--- src/rtl/rtc_pkg.sv ---
package rtc_pkg;
  // register word indices
  localparam int ADR_SEC    = 0;
  localparam int ADR_SUB    = 1;
  localparam int ADR_TOD    = 2;
  localparam int ADR_RELOAD = 3;
  localparam int ADR_CTRL   = 4;

  // strobes from control to datapath
  typedef struct packed {
    logic run;
    logic todOn;
    logic ssOn;
    logic arm;       // busy window closing: reload the sub-second counter
    logic ldSec;
    logic ldSub;
    logic ldTod;
    logic ldReload;
  } dpCtl_t;
endpackage

--- src/rtl/rtc_datapath.sv ---
module rtc_datapath import rtc_pkg::*; #(
  parameter int SEC_W         = 32,
  parameter int SUB_W         = 8,
  parameter int TOD_W         = 20,
  parameter int SS_W          = 32,
  parameter int TICKS_PER_SUB = 16,
  parameter int DATA_W        = 32
) (
  input  logic              clk,
  input  logic              rstN,
  input  logic              tickEn,
  input  dpCtl_t            ctl,
  input  logic [DATA_W-1:0] wrData,
  output logic [SEC_W-1:0]  sec,
  output logic [SUB_W-1:0]  sub,
  output logic [TOD_W-1:0]  tod,
  output logic [SS_W-1:0]   reload,
  output logic              upd,
  output logic              preUpd,
  output logic              todHit,
  output logic              ssOvf
);
  localparam int PRE_W = $clog2(TICKS_PER_SUB);

  logic [PRE_W-1:0] pre;
  logic [SS_W-1:0]  ssCnt;
  logic             stepRun, ssStep;

  assign stepRun = tickEn && ctl.run;
  assign upd     = stepRun && (pre == PRE_W'(TICKS_PER_SUB - 1));
  assign preUpd  = stepRun && (pre == PRE_W'(TICKS_PER_SUB - 2));
  assign ssStep  = tickEn && ctl.run && ctl.ssOn;
  assign ssOvf   = ssStep && (&ssCnt) && !ctl.arm && !ctl.ldReload;
  assign todHit  = ctl.run && ctl.todOn && (sec[TOD_W-1:0] == tod);

  always_ff @(posedge clk or negedge rstN) begin
    if (!rstN) begin
      pre    <= '0;
      sub    <= '0;
      sec    <= '0;
      tod    <= '0;
      reload <= '0;
      ssCnt  <= '0;
    end else begin
      if (stepRun) pre <= upd ? '0 : pre + PRE_W'(1);

      if (ctl.ldSub)    sub <= wrData[SUB_W-1:0];
      else if (upd)     sub <= sub + SUB_W'(1);

      if (ctl.ldSec)            sec <= wrData[SEC_W-1:0];
      else if (upd && (&sub))   sec <= sec + SEC_W'(1);

      if (ctl.ldTod)    tod    <= wrData[TOD_W-1:0];
      if (ctl.ldReload) reload <= wrData[SS_W-1:0];

      if (ctl.arm)           ssCnt <= reload;
      else if (ctl.ldReload) ssCnt <= wrData[SS_W-1:0];
      else if (ssStep)       ssCnt <= (&ssCnt) ? reload : ssCnt + SS_W'(1);
    end
  end

  // counters frozen while stopped and not loaded
  p_sub_hold_r1: assert property (@(posedge clk) disable iff (!rstN)
    (!ctl.run && !ctl.ldSub) |=> $stable(sub));
  // fraction wrap carries into seconds
  p_sec_carry_r2: assert property (@(posedge clk) disable iff (!rstN)
    (upd && (&sub) && !ctl.ldSec) |=> (sec == $past(sec) + SEC_W'(1)));
  // overflow reloads the alarm counter
  p_ss_reload_r6: assert property (@(posedge clk) disable iff (!rstN)
    ssOvf |=> (ssCnt == $past(reload)));
endmodule

--- src/rtl/rtc_ctrl.sv ---
module rtc_ctrl import rtc_pkg::*; #(
  parameter int ADDR_W      = 3,
  parameter int DATA_W      = 32,
  parameter int BUSY_CYCLES = 4
) (
  input  logic              clk,
  input  logic              rstN,
  input  logic              busWr,
  input  logic [ADDR_W-1:0] busAddr,
  input  logic [DATA_W-1:0] busWrData,
  input  logic              upd,
  input  logic              preUpd,
  input  logic              todHit,
  input  logic              ssOvf,
  output dpCtl_t            ctl,
  output logic [DATA_W-1:0] ctrlWord,
  output logic              irq
);
  localparam int BC_W = $clog2(BUSY_CYCLES + 1);

  logic [BC_W-1:0] busyCnt;
  logic [2:0]      pend;
  logic            enAct, todAct, ssAct;
  logic            todFlag, ssFlag, ready, readyIe, weBit;
  logic            busy, guard, wrCtrl, accept, arm;
  logic            unusedData;

  assign unusedData = ^busWrData;
  assign busy   = (busyCnt != '0);
  assign guard  = weBit && !busy;
  assign wrCtrl = busWr && (busAddr == ADDR_W'(ADR_CTRL));
  assign accept = wrCtrl && guard;
  assign arm    = (busyCnt == BC_W'(1));

  always_ff @(posedge clk or negedge rstN) begin
    if (!rstN) begin
      busyCnt <= BC_W'(BUSY_CYCLES);
      pend    <= '0;
      enAct   <= 1'b0;
      todAct  <= 1'b0;
      ssAct   <= 1'b0;
      todFlag <= 1'b0;
      ssFlag  <= 1'b0;
      ready   <= 1'b0;
      readyIe <= 1'b0;
      weBit   <= 1'b0;
    end else begin
      if (accept)    busyCnt <= BC_W'(BUSY_CYCLES);
      else if (busy) busyCnt <= busyCnt - BC_W'(1);

      if (accept) pend <= busWrData[2:0];
      if (arm) {ssAct, todAct, enAct} <= pend;

      if (wrCtrl) begin
        weBit   <= busWrData[15];
        readyIe <= busWrData[5];
      end

      if (todHit)                         todFlag <= 1'b1;
      else if (accept && !busWrData[1])   todFlag <= 1'b0;

      if (ssOvf)                          ssFlag <= 1'b1;
      else if (accept && !busWrData[2])   ssFlag <= 1'b0;

      if (upd)                            ready <= 1'b1;
      else if (preUpd)                    ready <= 1'b0;
      else if (wrCtrl && !busWrData[4])   ready <= 1'b0;
    end
  end

  always_comb begin
    ctl.run      = enAct;
    ctl.todOn    = todAct;
    ctl.ssOn     = ssAct;
    ctl.arm      = arm;
    ctl.ldSec    = busWr && (busAddr == ADDR_W'(ADR_SEC)) && guard;
    ctl.ldSub    = busWr && (busAddr == ADDR_W'(ADR_SUB)) && guard;
    ctl.ldTod    = busWr && (busAddr == ADDR_W'(ADR_TOD));
    ctl.ldReload = busWr && (busAddr == ADDR_W'(ADR_RELOAD));
  end

  always_comb begin
    ctrlWord     = '0;
    ctrlWord[0]  = enAct;
    ctrlWord[1]  = todAct;
    ctrlWord[2]  = ssAct;
    ctrlWord[3]  = busy;
    ctrlWord[4]  = ready;
    ctrlWord[5]  = readyIe;
    ctrlWord[6]  = todFlag;
    ctrlWord[7]  = ssFlag;
    ctrlWord[15] = weBit;
  end

  assign irq = (todFlag && todAct) || (ssFlag && ssAct) || (ready && readyIe);

  // an accepted write opens the busy window
  p_accept_busy_r4: assert property (@(posedge clk) disable iff (!rstN)
    accept |=> busy);
  // active run bit changes only when the window closes
  p_run_deferred_r3: assert property (@(posedge clk) disable iff (!rstN)
    !arm |=> $stable(enAct));
  // ready drops on the tick before an update
  p_ready_drop_r7: assert property (@(posedge clk) disable iff (!rstN)
    preUpd |=> !ready);
  // a match sets the time-of-day flag
  p_tod_flag_r5: assert property (@(posedge clk) disable iff (!rstN)
    todHit |=> todFlag);
endmodule

--- src/rtl/rtc_core.sv ---
module rtc_core import rtc_pkg::*; #(
  parameter int ADDR_W        = 3,
  parameter int DATA_W        = 32,
  parameter int SEC_W         = 32,
  parameter int SUB_W         = 8,
  parameter int TOD_W         = 20,
  parameter int SS_W          = 32,
  parameter int TICKS_PER_SUB = 16,
  parameter int BUSY_CYCLES   = 4
) (
  input  logic              clk,
  input  logic              rstN,
  input  logic              tickEn,
  input  logic              busWr,
  input  logic [ADDR_W-1:0] busAddr,
  input  logic [DATA_W-1:0] busWrData,
  output logic [DATA_W-1:0] busRdData,
  output logic              irq
);
  dpCtl_t             ctl;
  logic [SEC_W-1:0]   sec;
  logic [SUB_W-1:0]   sub;
  logic [TOD_W-1:0]   tod;
  logic [SS_W-1:0]    reload;
  logic [DATA_W-1:0]  ctrlWord;
  logic               upd, preUpd, todHit, ssOvf;

  rtc_ctrl #(.ADDR_W(ADDR_W), .DATA_W(DATA_W), .BUSY_CYCLES(BUSY_CYCLES)) uCtrl (
    .clk(clk), .rstN(rstN), .busWr(busWr), .busAddr(busAddr), .busWrData(busWrData),
    .upd(upd), .preUpd(preUpd), .todHit(todHit), .ssOvf(ssOvf),
    .ctl(ctl), .ctrlWord(ctrlWord), .irq(irq));

  rtc_datapath #(.SEC_W(SEC_W), .SUB_W(SUB_W), .TOD_W(TOD_W), .SS_W(SS_W),
                 .TICKS_PER_SUB(TICKS_PER_SUB), .DATA_W(DATA_W)) uDp (
    .clk(clk), .rstN(rstN), .tickEn(tickEn), .ctl(ctl), .wrData(busWrData),
    .sec(sec), .sub(sub), .tod(tod), .reload(reload),
    .upd(upd), .preUpd(preUpd), .todHit(todHit), .ssOvf(ssOvf));

  always_comb begin
    case (busAddr)
      ADDR_W'(ADR_SEC):    busRdData = DATA_W'(sec);
      ADDR_W'(ADR_SUB):    busRdData = DATA_W'(sub);
      ADDR_W'(ADR_TOD):    busRdData = DATA_W'(tod);
      ADDR_W'(ADR_RELOAD): busRdData = DATA_W'(reload);
      ADDR_W'(ADR_CTRL):   busRdData = ctrlWord;
      default:             busRdData = '0;
    endcase
  end
endmodule

--- config.mk ---
export PLATFORM = sky130hd
export DESIGN_NAME = rtc_core
export DESIGN_NICKNAME = d
export VERILOG_FILES = /design/src/rtl/rtc_pkg.sv /design/src/rtl/rtc_datapath.sv /design/src/rtl/rtc_ctrl.sv /design/src/rtl/rtc_core.sv
export SDC_FILE = /design/constraint.sdc
export NUM_CORES = 1
export LEC_CHECK = 0
export ABC_AREA = 1
export BUFFER_PORTS_ARGS = -buffer_cell sky130_fd_sc_hd__buf_4
export CAP_MARGIN = 40
export CORE_AREA = 2 2 186 134
export CTS_CLUSTER_DIAMETER = 120
export CTS_CLUSTER_SIZE = 30
export DETAILED_ROUTE_END_ITERATION = 7
export DIE_AREA = 0 0 188 136
export GPL_TIMING_DRIVEN = 0
export SKIP_LAST_GASP = 1
export SYNTH_ARGS = -nofsm -noshare
export SYNTH_HDL_FRONTEND = slang
export SYNTH_SLANG_ARGS = --single-unit
--- constraint.sdc ---
create_clock -name clk -period 1.9 [get_ports clk]
set_input_delay 0.095 -clock clk [delete_from_list [all_inputs] [get_ports clk]]
set_output_delay 0.095 -clock clk [all_outputs]
set_load 0.05 [all_outputs]
==> metrics.md, run 1 <==
| Metric | Value |
|---|---|
| Status | `finished with violations` |
| Failing checks | `negative setup slack` |
| Top cells by area, synth | `dfrtp_1 38%, nand2_1 15%, inv_1 6.5%` |
| RSZ-0062 raised after global routing | `true` |
| # rows | `48` |
| Crit Path Max Fanout | `4` |
| Clock buffer depth | `2` |
| Total wire length | `35600 um` |
| TritonCTS buffer count | `17` |
| Worst reg2reg path endpoint | `uDp.sec[26]` |
| Clock power share | `21.2%` |
| Biggest area consumer among synthesized cells | `dfrtp_1` |
| Final Hold Slack | `0.00305 ns` |
| TritonCTS clock tree | `yes` |
| Number of port buffers | `just over 70` |
| Ys async rst share | `100%` |
| WHS Endpoint | `uDp.pre[1]` |
| WL/cell | `roughly 19 um` |
| Final hold violations | `0` |
| Tcrit/Tclk final | `103%` |
| Slew Viols, Final | `0` |
| Worst path max stage delay | `about 0.40 ns` |
| Sequential share of the synthesized area | `roughly 38%` |
| Core area | `24000 um^2` |
| Post-synth top area share | `37.7%` |
| Warnings from Yosys | `0` |
| HPWL after DPL | `27300 um` |
| Post-layout util | `49.3%` |
| Initial Util | `39.1%` |
| Max_slew headroom | `50.2%` |
| Worst Hold Launch | `tickEn` |
| Crit path launch type | `flop` |
| Slowest CP cell | `dfrtp_1` |
| Fin nets | `~1500` |
| Clk_lat worst skew | `0.45 ns` |
| Via count | `approximately 10000` |
| Cell chosen for the clock root | `clkbuf_16` |
| Via density | `5.44` |
| Yosys reg bits | `142` |
| Switch Pwr | `between 0.007 and 0.008 W` |
| Post-synth EDFFs | `0` |
| Die width | `188 um` |
| Syn_nets | `approximately 1400` |
| Count of different cell masters after synthesis | `between 40 and 50` |
| Power per cell area | `approximately 1300 nW/um^2` |
| Area grow syn2layout | `26.0%` |
| I/O pin cnt | `roughly 70` |
| GRT overflow | `0` |
| Type of the worst setup path | `flop to primary output` |
| Vias in the first global route | `~9200` |
| Crit Reg-Reg Startpoint | `uDp.sec[8]` |
| Die H | `136 um` |
| Comb power frac | `45.1%` |
| Sequential power share | `33.6%` |
| P_leak | `5.79 nW` |
| GPL Wtd Cong | `0.997` |
| Cell area after synthesis | `9370 um^2` |
| Slew @ Worst Pin | `0.748 ns` |
| Total Routing Usage GR | `28.3%` |
| Largest net degree at the start of global routing | `76` |
| Prevailing post-synth register cell | `dfrtp_1` |
| Die area | `approximately 26000 um^2` |
| Setup WS post-layout | `-0.0639 ns` |
| Final setup fails | `3` |
| CP endpoint kind | `primary output` |
| Initial antenna violation count | `0` |
| R2r setup slk | `0.02 ns` |
| Switch share | `47.1%` |
| Clock sink total | `roughly 140` |
| DRC violations left | `0` |
| CTS clock-pin slew for the worst setup and hold paths | `around 0.070 ns` |
| First-pass DRT Iterations | `6` |
| Gate Count Post-Synth | `roughly 1300` |
| # Max-Cap Violations | `0` |
| Internal power | `0.00814 W` |
| Mapped Avg Cell Area | `7.03 um^2` |
| Final min period | `1.96 ns` |
| Worst Hold Path Cells | `4` |
| Max Clock Freq | `509 MHz` |
| Worst EP required | `1.80 ns` |
| Worst-path cell chain | `inv_2, ha_4, nand2_8, inv_6, nor2_2, a221oi_2, o211ai_1, buf_4` |
| Worst hold path type | `input port to flop` |
| Routed Antenna Nets | `0` |
| Critical path arrival | `roughly 1.9 ns` |
| Share of post-route cells with drive strength above 1 | `18.6%` |
| Clock Skew | `a little over 0.008 ns` |
| VDD IR-drop max | `0.676 mV` |
| Diodes inserted | `0` |
| Filler instances | `approximately 2400` |
| Worst r2r path cells | `8` |
| H-Tree Depth | `4` |
| DR iter-0 viols | `1052` |
| First-pass GRT wire length | `54200 um` |
[registers in the layout (all words and copies together) (netlist names)]
signal         cells
uCtrl.readyIe      1
uCtrl.weBit        1
uCtrl.ready        1
uDp.pre            4
uCtrl.todFlag      1
uCtrl.enAct        1
uCtrl.pend         3
uDp.sub            8
uDp.ssCnt         32
uCtrl.ssFlag       1
uDp.sec           32
uCtrl.todAct       1
uDp.tod           20
uCtrl.busyCnt      3
uDp.reload        32
uCtrl.ssAct        1
[final cells by class]
| type | count | area (um^2) | area share [%] |
|---|---|---|---|
| multi-input cells | 980 | 5210 | 44.1 |
| clock inverters | 15 | 128 | 1.08 |
| inverters | 171 | 662 | 5.61 |
| plain buffers | 41 | 260 | 2.20 |
| clock buffers | 17 | 425 | 3.60 |
| flip-flops and latches | 142 | 3560 | 30.2 |
| well taps | 325 | 407 | 3.44 |
| repair buffers | 136 | 1150 | 9.75 |
[what timing repair did]
item / in CTS / in global routing
hold buffers: 33 / 0
hold endpoints to repair: 140 / 0
setup buffers: 15 / 16
pin swaps: 13 / 13
endpoints found under the setup margin: 62 / 88
gates resized for setup: 39 / 71
gates cloned: 0 / 1
[logic make-up after synthesis]
kind of cell    synth area share, %
mux                           0.481
simple gates                   31.8
compound gates                 14.5
xor+xnor                       4.86
fa+ha+maj                      1.07
flops                          37.9
buf+inv                        9.33
[worst max-delay path, delay by kind of cell, from the launching register on]
kind / cells / cell delay [ns]
DFF: 1 / 0.40
adders and majority gates: 1 / 0.16
AOI/OAI and AO/OA: 2 / 0.34
buffers and inverters: 3 / 0.39
and+or+nand+nor: 2 / 0.12
[how the worst max path moves through the flow]
stage | from | to | slack (ns)
5_1_grt | uCtrl.busyCnt[0] | busRdData[3] | -0.11
2_1_floorplan | busAddr[2] | busRdData[15] | 0.20
3_3_place_gp | uDp.sub[0] | uDp.sec[19] | -0.22
3_5_place_dp | uDp.pre[1] | uDp.sec[19] | -0.21
6_report | uCtrl.busyCnt[0] | busRdData[3] | -0.06
4_1_cts | uCtrl.busyCnt[0] | busRdData[3] | -0.12
[cells in the final DEF, fill, tap and decap left out, types with 6 or more instances in the layout]
cell	count
dfrtp_1	136
inv_2	14
buf_6	10
nand3b_1	9
o211ai_1	12
clkbuf_16	17
xnor2_1	8
o21ai_0	91
xor2_1	44
o22ai_1	28
nand3_1	75
buf_4	103
clkbuf_1	8
clkbuf_2	8
buf_2	8
nand2_2	11
nor2_2	14
o21ai_1	10
nand2_1	372
nand4_1	12
nor2_1	141
inv_6	8
nor3_1	9
inv_1	150
dlygate4sd3_1	33
o221ai_1	20
nand3_2	6
nor2_4	11
a21oi_1	46
[stage by stage]
stage	cells	area, um^2	total power, W	setup WS (ns)	TNS [ns]
floorplan	1333	9370	0.00929	0.203	0
global placement	1729	10300	0.0112	-0.216	-7.79
detailed placement	1730	10300	0.0113	-0.212	-6.55
CTS	1810	11500	0.0148	-0.117	-0.238
global route	1827	11800	0.0164	-0.107	-0.949
finish	1827	11800	0.0154	-0.0639	-0.0780
[power groups by stage]
stage	Combinational, W	Clock (W)	Sequential (W)
5_1_grt	0.00770	0.00342	0.00530
3_5_place_dp	0.00619	0	0.00514
3_3_place_gp	0.00609	0	0.00513
4_1_cts	0.00646	0.00328	0.00510
2_1_floorplan	0.00453	0	0.00476
6_report	0.00695	0.00327	0.00517
[synth_stat cells, drive strengths merged, types with 9 or more instances]
| library cell | n |
|---|---|
| clkbuf | 18 |
| o211ai | 12 |
| nor2 | 167 |
| nand2 | 390 |
| buf | 23 |
| dfrtp | 141 |
| o221ai | 20 |
| o22ai | 28 |
| o21ai | 103 |
| inv | 169 |
| nand3 | 85 |
| nand4 | 13 |
| xor2 | 44 |
| nor3 | 18 |
| nand3b | 9 |
| a21oi | 51 |
[per-layer routing]
| layer | GRT usage (%) | up-vias | wire, um |
|---|---|---|---|
| met4 | 7.44 | 0 | 595 |
| met1 | 42.6 | 4752 | 16700 |
| li1 | - | 4642 | - |
| met5 | 0 | - | 0 |
| met2 | 39.0 | 500 | 14200 |
| met3 | 8.34 | 49 | 4100 |
Note: power is estimated with default switching activity, not from simulation.
==> run 2: changes to the inputs <==
--- a/config.mk
+++ b/config.mk
@@ -14,6 +14,7 @@
 export DETAILED_ROUTE_END_ITERATION = 7
 export DIE_AREA = 0 0 188 136
 export GPL_TIMING_DRIVEN = 0
+export HOLD_SLACK_MARGIN = 0.15
 export SKIP_LAST_GASP = 1
 export SYNTH_ARGS = -nofsm -noshare
 export SYNTH_HDL_FRONTEND = slang
==> run 2 against run 1 <==
Net effect: the flow still finishes with violations (negative setup slack); flip-flop and latch count stayed put; clock power hardly changed; non-clock buffer count is 10 higher; maximum frequency is 0.32% lower; die area stayed put; combinational power is 0.9% higher; critical path depth stayed put; power is 0.55% higher; wire length is 0.76% higher; sequential share of layout area is 0.27 points lower; final cell count is 0.55% higher; register-to-register slack hardly changed; largest power group unchanged; highest routed layer unchanged.
==> metrics.md, run 2 (synthesized netlist as in run 1, its figures left out) <==
| Metric | Value |
|---|---|
| Status | `finished with violations` |
| Failing checks | `negative setup slack` |
| Routed Antenna Nets | `0 (unchanged)` |
| GPL Wtd Cong | `0.997 (unchanged)` |
| Die area | `25600 um^2 (unchanged)` |
| Via density | `5.41 (-0.61%)` |
| Worst r2r path cells | `8 (unchanged)` |
| Placed cell areas | `10300 um^2 (unchanged)` |
| Worst EP required | `1.80 ns (about the same)` |
| Tcrit/Tclk final | `104% (+0.33 points)` |
| Share of post-route cells with drive strength above 1 | `18.9% (+0.34 points)` |
| Initial Util | `39.1% (unchanged)` |
| Crit path launch type | `flop` |
| P_leak | `5.84 nW (+0.87%)` |
| Filler instances | `2386 (-0.33%)` |
| Slew Viols, Final | `0 (unchanged)` |
| First-pass DRT Iterations | `6 (unchanged)` |
| Reg area | `3560 um^2 (unchanged)` |
| Core area | `24000 um^2 (unchanged)` |
| Type of the worst setup path | `flop to primary output` |
| Multi-input gate area | `5220 um^2 (+0.17%)` |
| TritonCTS buffer count | `17 (unchanged)` |
| HPWL after DPL | `27300 um (unchanged)` |
| Number of port buffers | `71 (unchanged)` |
| Diodes inserted | `0 (unchanged)` |
| Cell chosen for the clock root | `clkbuf_16` |
| Final Instance Count excl. Fillers | `1837 (+0.55%)` |
| # rows | `48 (unchanged)` |
| Vias in the first global route | `9229 (+0.41%)` |
| Slowest CP cell | `dfrtp_1` |
| Setup WS post-layout | `-0.0702 ns (-0.00636 ns)` |
| Worst-path cell chain | `inv_2, ha_4, nand2_8, inv_6, nor2_2, a221oi_2, o211ai_1, buf_4` |
| Placed instance count | `1730 (unchanged)` |
| Total wire length | `35900 um (+0.76%)` |
| Leading cell type in the layout, fill and taps excluded | `nand2_1` |
| Critical Path Start | `uCtrl.busyCnt[0]` |
| Area grow syn2layout | `27.1%` |
| Critical path arrival | `1.88 ns (about the same)` |
| H-Tree Depth | `4 (unchanged)` |
| Clock Skew | `0.00974 ns (+0.00150 ns)` |
| R2r setup slk | `0.03 ns (about the same)` |
| CP endpoint kind | `primary output` |
| RSZ-0062 raised after global routing | `true` |
| Power per cell area | `1300 nW/um^2 (-0.34%)` |
| # Max-Cap Violations | `0 (unchanged)` |
| Buf+Inv Stages, Crit Path | `3 (unchanged)` |
| Slew @ Worst Pin | `0.757 ns (+0.00898 ns)` |
| Final min period | `1.97 ns (+0.00636 ns)` |
| I/O pin cnt | `72 (unchanged)` |
| Worst hold path type | `input port to asynchronous set/reset pin` |
| First-pass GRT wire length | `54400 um (+0.29%)` |
| Crit Reg-Reg Startpoint | `uDp.sec[8]` |
| Crit Path Max Fanout | `4 (unchanged)` |
| WL/cell | `19.5 um (+0.21%)` |
| Total Routing Usage GR | `28.4% (+0.069 points)` |
| Crit path depth | `8 (unchanged)` |
| Clock sink total | `142 (unchanged)` |
| Max_slew headroom | `49.6% (-0.60 points)` |
| Max Clock Freq | `508 MHz (-0.32%)` |
| Pre-CTS setup slack | `-0.212 ns (unchanged)` |
| Fin nets | `1546 (+0.65%)` |
| Worst path max stage delay | `0.40 ns (about the same)` |
| CTS clock-pin slew for the worst setup and hold paths | `0.07 ns (about the same)` |
| DRC violations left | `0 (unchanged)` |
| Final setup fails | `3 (unchanged)` |
| Finished Cell Area | `11900 um^2 (+0.89%)` |
| Die H | `136 um (unchanged)` |
| Final hold violations | `0 (unchanged)` |
| Largest regs | `uDp.reload x32, uDp.sec x32, uDp.ssCnt x32` |
| Setup crit end | `busRdData[3]` |
| Clock buffer depth | `2 (unchanged)` |
| Clk_lat worst skew | `0.45 ns (about the same)` |
| Worst reg2reg path endpoint | `uDp.sec[26]` |
| Via count | `9936 (-0.070%)` |
| Initial antenna violation count | `0 (unchanged)` |
| Most frequent cells in the layout | `371 x nand2_1, 150 x inv_1, 140 x nor2_1` |
| Die width | `188 um (unchanged)` |
| GRT overflow | `0 (unchanged)` |
| TritonCTS clock tree | `yes` |
| VDD IR-drop max | `0.671 mV (-0.74%)` |
| Largest net degree at the start of global routing | `76 (unchanged)` |
| Crit path max-delay family | `flip-flops` |
| DR iter-0 viols | `1086 (+3.2%)` |
-- run 2: metrics by stage --
stage	utilization [%]	hold WS (ns)	setup TNS [ns]	power (W)
after floorplan	-	-0.201	0	0.00929
after global placement	43.0	0.341	-7.79	0.0112
after detailed placement	43.1	0.194	-6.55	0.0113
after CTS	48.1	0.300	-0.238	0.0149
after global routing	49.7	0.340	-0.825	0.0165
final	49.7	0.259	-0.0782	0.0155
-- run 2: layout make-up --
type / instances / area share, %
Buffer: 41 / 2.24
Inverter: 171 / 5.56
Clock buffer: 17 / 3.57
Clock inverter: 15 / 1.07
Timing Repair Buffer: 146 / 10.4
Tap cell: 325 / 3.41
Multi-Input combinational cell: 980 / 43.8
Sequential cell: 142 / 29.9
-- run 2: worst min-delay path by stage --
stage                       endpoint     startpoint  depth (start not counted)
floorplan           uCtrl.busyCnt[0]           rstN                          0
global placement         uDp.sec[25]  busWrData[25]                          3
detailed placement        uDp.pre[3]           rstN                          1
CTS                 uCtrl.busyCnt[1]           rstN                          2
global route              uDp.pre[3]           rstN                          2
finish                    uDp.pre[2]           rstN                          2
-- run 2: routing by layer --
metal	part of all wire [%]	GRT usage (%)	vias to the layer above
met5	0	0	-
met4	1.8	7.48	0
met3	11	8.52	46
met2	40	38.9	491
met1	47	42.7	4739
li1	-	-	4660
-- run 2: repair_timing --
action,4_1_cts,5_1_grt
buffers inserted,15,20
endpoints found under the setup margin,62,89
pin swaps,13,15
gates cloned,0,1
hold buffers,39,0
resized for setup,39,77
hold endpoints to repair,200,0
-- run 2: power by group --
| group | total, W | leakage [nW] | switching, W | internal, W |
|---|---|---|---|---|
| logic | 0.00701 | 3.92 | 0.00455 | 0.00245 |
| registers | 0.00519 | 1.66 | 0.00117 | 0.00402 |
| clock network | 0.00328 | 0.268 | 0.00157 | 0.00171 |
==> run 3: changes to the inputs <==
--- a/config.mk
+++ b/config.mk
@@ -15,6 +15,7 @@
 export DIE_AREA = 0 0 188 136
 export GPL_TIMING_DRIVEN = 0
 export HOLD_SLACK_MARGIN = 0.15
+export PLACE_DENSITY = 0.53
 export SKIP_LAST_GASP = 1
 export SYNTH_ARGS = -nofsm -noshare
 export SYNTH_HDL_FRONTEND = slang
==> constraint.sdc (replaced) <==
create_clock -name clk -period 1.9 [get_ports clk]
set_input_delay 0.095 -clock clk [delete_from_list [all_inputs] [get_ports clk]]
set_output_delay 0.095 -clock clk [all_outputs]
set_load 0.005 [all_outputs]
==> run 3 against run 2 <==
Net effect: the run now ends clean; flip-flop and latch count is the same; sequential power barely moved; sequential share of layout area decreased by 0.12 points; die area unchanged; count of clock-buffer cells in the layout increased by 7; hold slack better by 0.0084 ns; wire length increased by 2.2%; setup slack improved by 0.081 ns; power fell by 1.9%; clock skew is 0.0031 ns lower; utilization is 0.23 points higher; maximum frequency is 4.3% higher; largest power group unchanged; highest routed layer unchanged.
==> metrics.md, run 3 (synthesized netlist as in run 1, its figures left out) <==
| Metric | Value |
|---|---|
| Largest regs | `uDp.reload x32, uDp.sec x32, uDp.ssCnt x32` |
| Worst EP required | `1.80 ns (about the same)` |
| Max Clock Freq | `529 MHz (+4.3%)` |
| VDD IR-drop max | `0.720 mV (+7.3%)` |
| Tcrit/Tclk final | `99.4% (-4.3 points)` |
| CTS clock-pin slew for the worst setup and hold paths | `0.06 ns (about the same)` |
| Buf+Inv Stages, Crit Path | `3 (unchanged)` |
| Max_slew headroom | `51.6% (+2.0 points)` |
| DRC violations left | `0 (unchanged)` |
| Clock Skew | `0.00665 ns (-0.00309 ns)` |
| Slowest CP cell | `dfrtp_1` |
| Total wire length | `36700 um (+2.2%)` |
| Crit Path Max Fanout | `4 (unchanged)` |
| # Max-Cap Violations | `0 (unchanged)` |
| WL/cell | `20.0 um (+2.3%)` |
| Switch share | `44.8% (-2.4 points)` |
| First-pass DRT Iterations | `5 (-1)` |
| Slew Viols, Final | `0 (unchanged)` |
| Number of port buffers | `71 (unchanged)` |
| Final setup fails | `0 (-3)` |
| GPL Wtd Cong | `0.934 (-6.3%)` |
| Crit path max-delay family | `flip-flops` |
| R2r setup slk | `0.02 ns (about the same)` |
| Clock sink total | `142 (unchanged)` |
| # rows | `48 (unchanged)` |
| Initial Util | `39.1% (unchanged)` |
| Via density | `5.35 (-1.1%)` |
| Pwr Total | `0.0152 W (-1.9%)` |
| TritonCTS buffer count | `17 (unchanged)` |
| Clock buffer depth | `2 (unchanged)` |
| Routed Antenna Nets | `0 (unchanged)` |
| Fin nets | `1545 (-0.065%)` |
| Cell chosen for the clock root | `clkbuf_16` |
| Worst-path cell chain | `inv_2, ha_4, nand2_4, inv_4, nor2_4, a221oi_2, o211ai_1, buf_4` |
| Crit Reg-Reg Startpoint | `uDp.ssCnt[1]` |
| Area grow syn2layout | `27.7%` |
| H-Tree Depth | `4 (unchanged)` |
| P_leak | `5.87 nW (+0.53%)` |
| Clk_lat worst skew | `0.44 ns (about the same)` |
| Critical path arrival | `1.79 ns (-0.09 ns)` |
| Core area | `24000 um^2 (unchanged)` |
| CP endpoint kind | `primary output` |
| Worst path max stage delay | `0.39 ns (about the same)` |
| Die H | `136 um (unchanged)` |
| Die area | `25600 um^2 (unchanged)` |
| Final min period | `1.89 ns (-0.0811 ns)` |
| Comb power frac | `43.9% (-1.4 points)` |
| Die width | `188 um (unchanged)` |
| Power per cell area | `1270 nW/um^2 (-2.4%)` |
| HPWL after DPL | `28000 um (+2.5%)` |
| Final hold violations | `0 (unchanged)` |
| Vias in the first global route | `9171 (-0.63%)` |
| Critical Path Start | `uCtrl.busyCnt[0]` |
| Sequential power share | `34.1% (+0.6 points)` |
| Clock power share | `22.0% (+0.8 points)` |
| First-pass GRT wire length | `55200 um (+1.5%)` |
| Diodes inserted | `0 (unchanged)` |
| Worst hold path type | `input port to asynchronous set/reset pin` |
| TritonCTS clock tree | `yes` |
| Share of post-route cells with drive strength above 1 | `18.6% (-0.31 points)` |
| Total Routing Usage GR | `28.9% (+0.54 points)` |
| Slew @ Worst Pin | `0.727 ns (-0.0300 ns)` |
| Via count | `9812 (-1.2%)` |
| GRT overflow | `0 (unchanged)` |
| Pre-CTS setup slack | `-0.280 ns (-0.0683 ns)` |
| Status | `completed` |
| RSZ-0062 raised after global routing | `true` |
| Post-layout util | `49.9% (+0.23 points)` |
| Initial antenna violation count | `0 (unchanged)` |
| Setup WS post-layout | `0.0109 ns (+0.0811 ns)` |
| Largest net degree at the start of global routing | `73 (-3.9%)` |
| DR iter-0 viols | `880 (-19%)` |
| Most frequent cells in the layout | `371 x nand2_1, 150 x inv_1, 140 x nor2_1` |
| Switch Pwr | `0.00679 W (-6.8%)` |
| Crit path launch type | `flop` |
| Leading cell type in the layout, fill and taps excluded | `nand2_1` |
| Type of the worst setup path | `flop to primary output` |
| Internal power | `0.00838 W (+2.4%)` |
| I/O pin cnt | `72 (unchanged)` |
run 3: changes by cell type in the layout (fill, tap and decap cells not counted), moves of 4 or more:
| cell | before | now |
|---|---|---|
| o21ai_1 | 11 | 4 |
| clkbuf_1 | 8 | 14 |
| inv_6 | 8 | 2 |
| o21ai_0 | 90 | 95 |
| buf_2 | 7 | 11 |
| buf_4 | 107 | 103 |
| buf_6 | 11 | 7 |
| clkbuf_4 | 5 | 1 |
run 3: per-layer routing:
layer	vias up	part of all wire [%]	global-route usage, %
li1	4654	-	-
met1	4725	49	44.1
met2	401	41	40.5
met3	32	9.0	6.97
met4	0	1.5	7.00
met5	-	0	0
run 3: worst reg2reg max path, cell delays in order (launching register included):
cell and delay [ns]:
dfrtp_1 0.38, ha_2 0.20, nand2_2 0.07, nor2_4 0.21, buf_6 0.15, nand3_4 0.09
nor2_4 0.12, nand3_4 0.09, buf_4 0.17, a21oi_1 0.17, nor2_1 0.08, nor2_1 0.08
run 3: repair_timing:
action / 4_1_cts / 5_1_grt
pin swaps: 8 / 22
gates cloned: 0 / 2
hold endpoints to repair: 191 / 0
setup endpoints to repair: 61 / 75
buffers inserted: 13 / 20
hold buffers: 39 / 0
resized for setup: 35 / 81
run 3: path summary, 6_finish.rpt:
path / end / cells after the start
worst max register to register: uDp.ssCnt[15] / 11
min in group clk: uDp.sec[25] / 4
worst min-delay path: uDp.sub[5] / 2
max in group asynchronous: uDp.ssCnt[23] / 3
worst max-delay path: busRdData[3] / 8
worst min register to register: uCtrl.enAct / 2
run 3: power by group through the flow:
stage | Sequential [W] | Combinational, W | Clock (W)
5_1_grt | 0.00530 | 0.00742 | 0.00346
2_1_floorplan | 0.00476 | 0.00416 | 0
4_1_cts | 0.00510 | 0.00614 | 0.00336
6_report | 0.00517 | 0.00666 | 0.00334
3_3_place_gp | 0.00513 | 0.00584 | 0
3_5_place_dp | 0.00513 | 0.00591 | 0
run 3: layout make-up:
cell class	count	area [um^2]
inverter	171	667
sequential	142	3560
buffer	41	263
fill	2377	12000
clock inverter	7	88.8
clock buffer	24	462
tap	325	407
timing repair buffer	145	1280
multi-input combinational	980	5240
run 3: per-stage QoR:
step	setup TNS, ns	std cells	area [um^2]	hold WS, ns
after floorplan	0	1333	9370	-0.201
final	0	1835	12000	0.267
after global placement	-15.27	1729	10300	0.331
after global routing	-0.922	1835	12000	0.345
after detailed placement	-6.40	1730	10300	0.190
after CTS	-0.0974	1813	11500	0.292
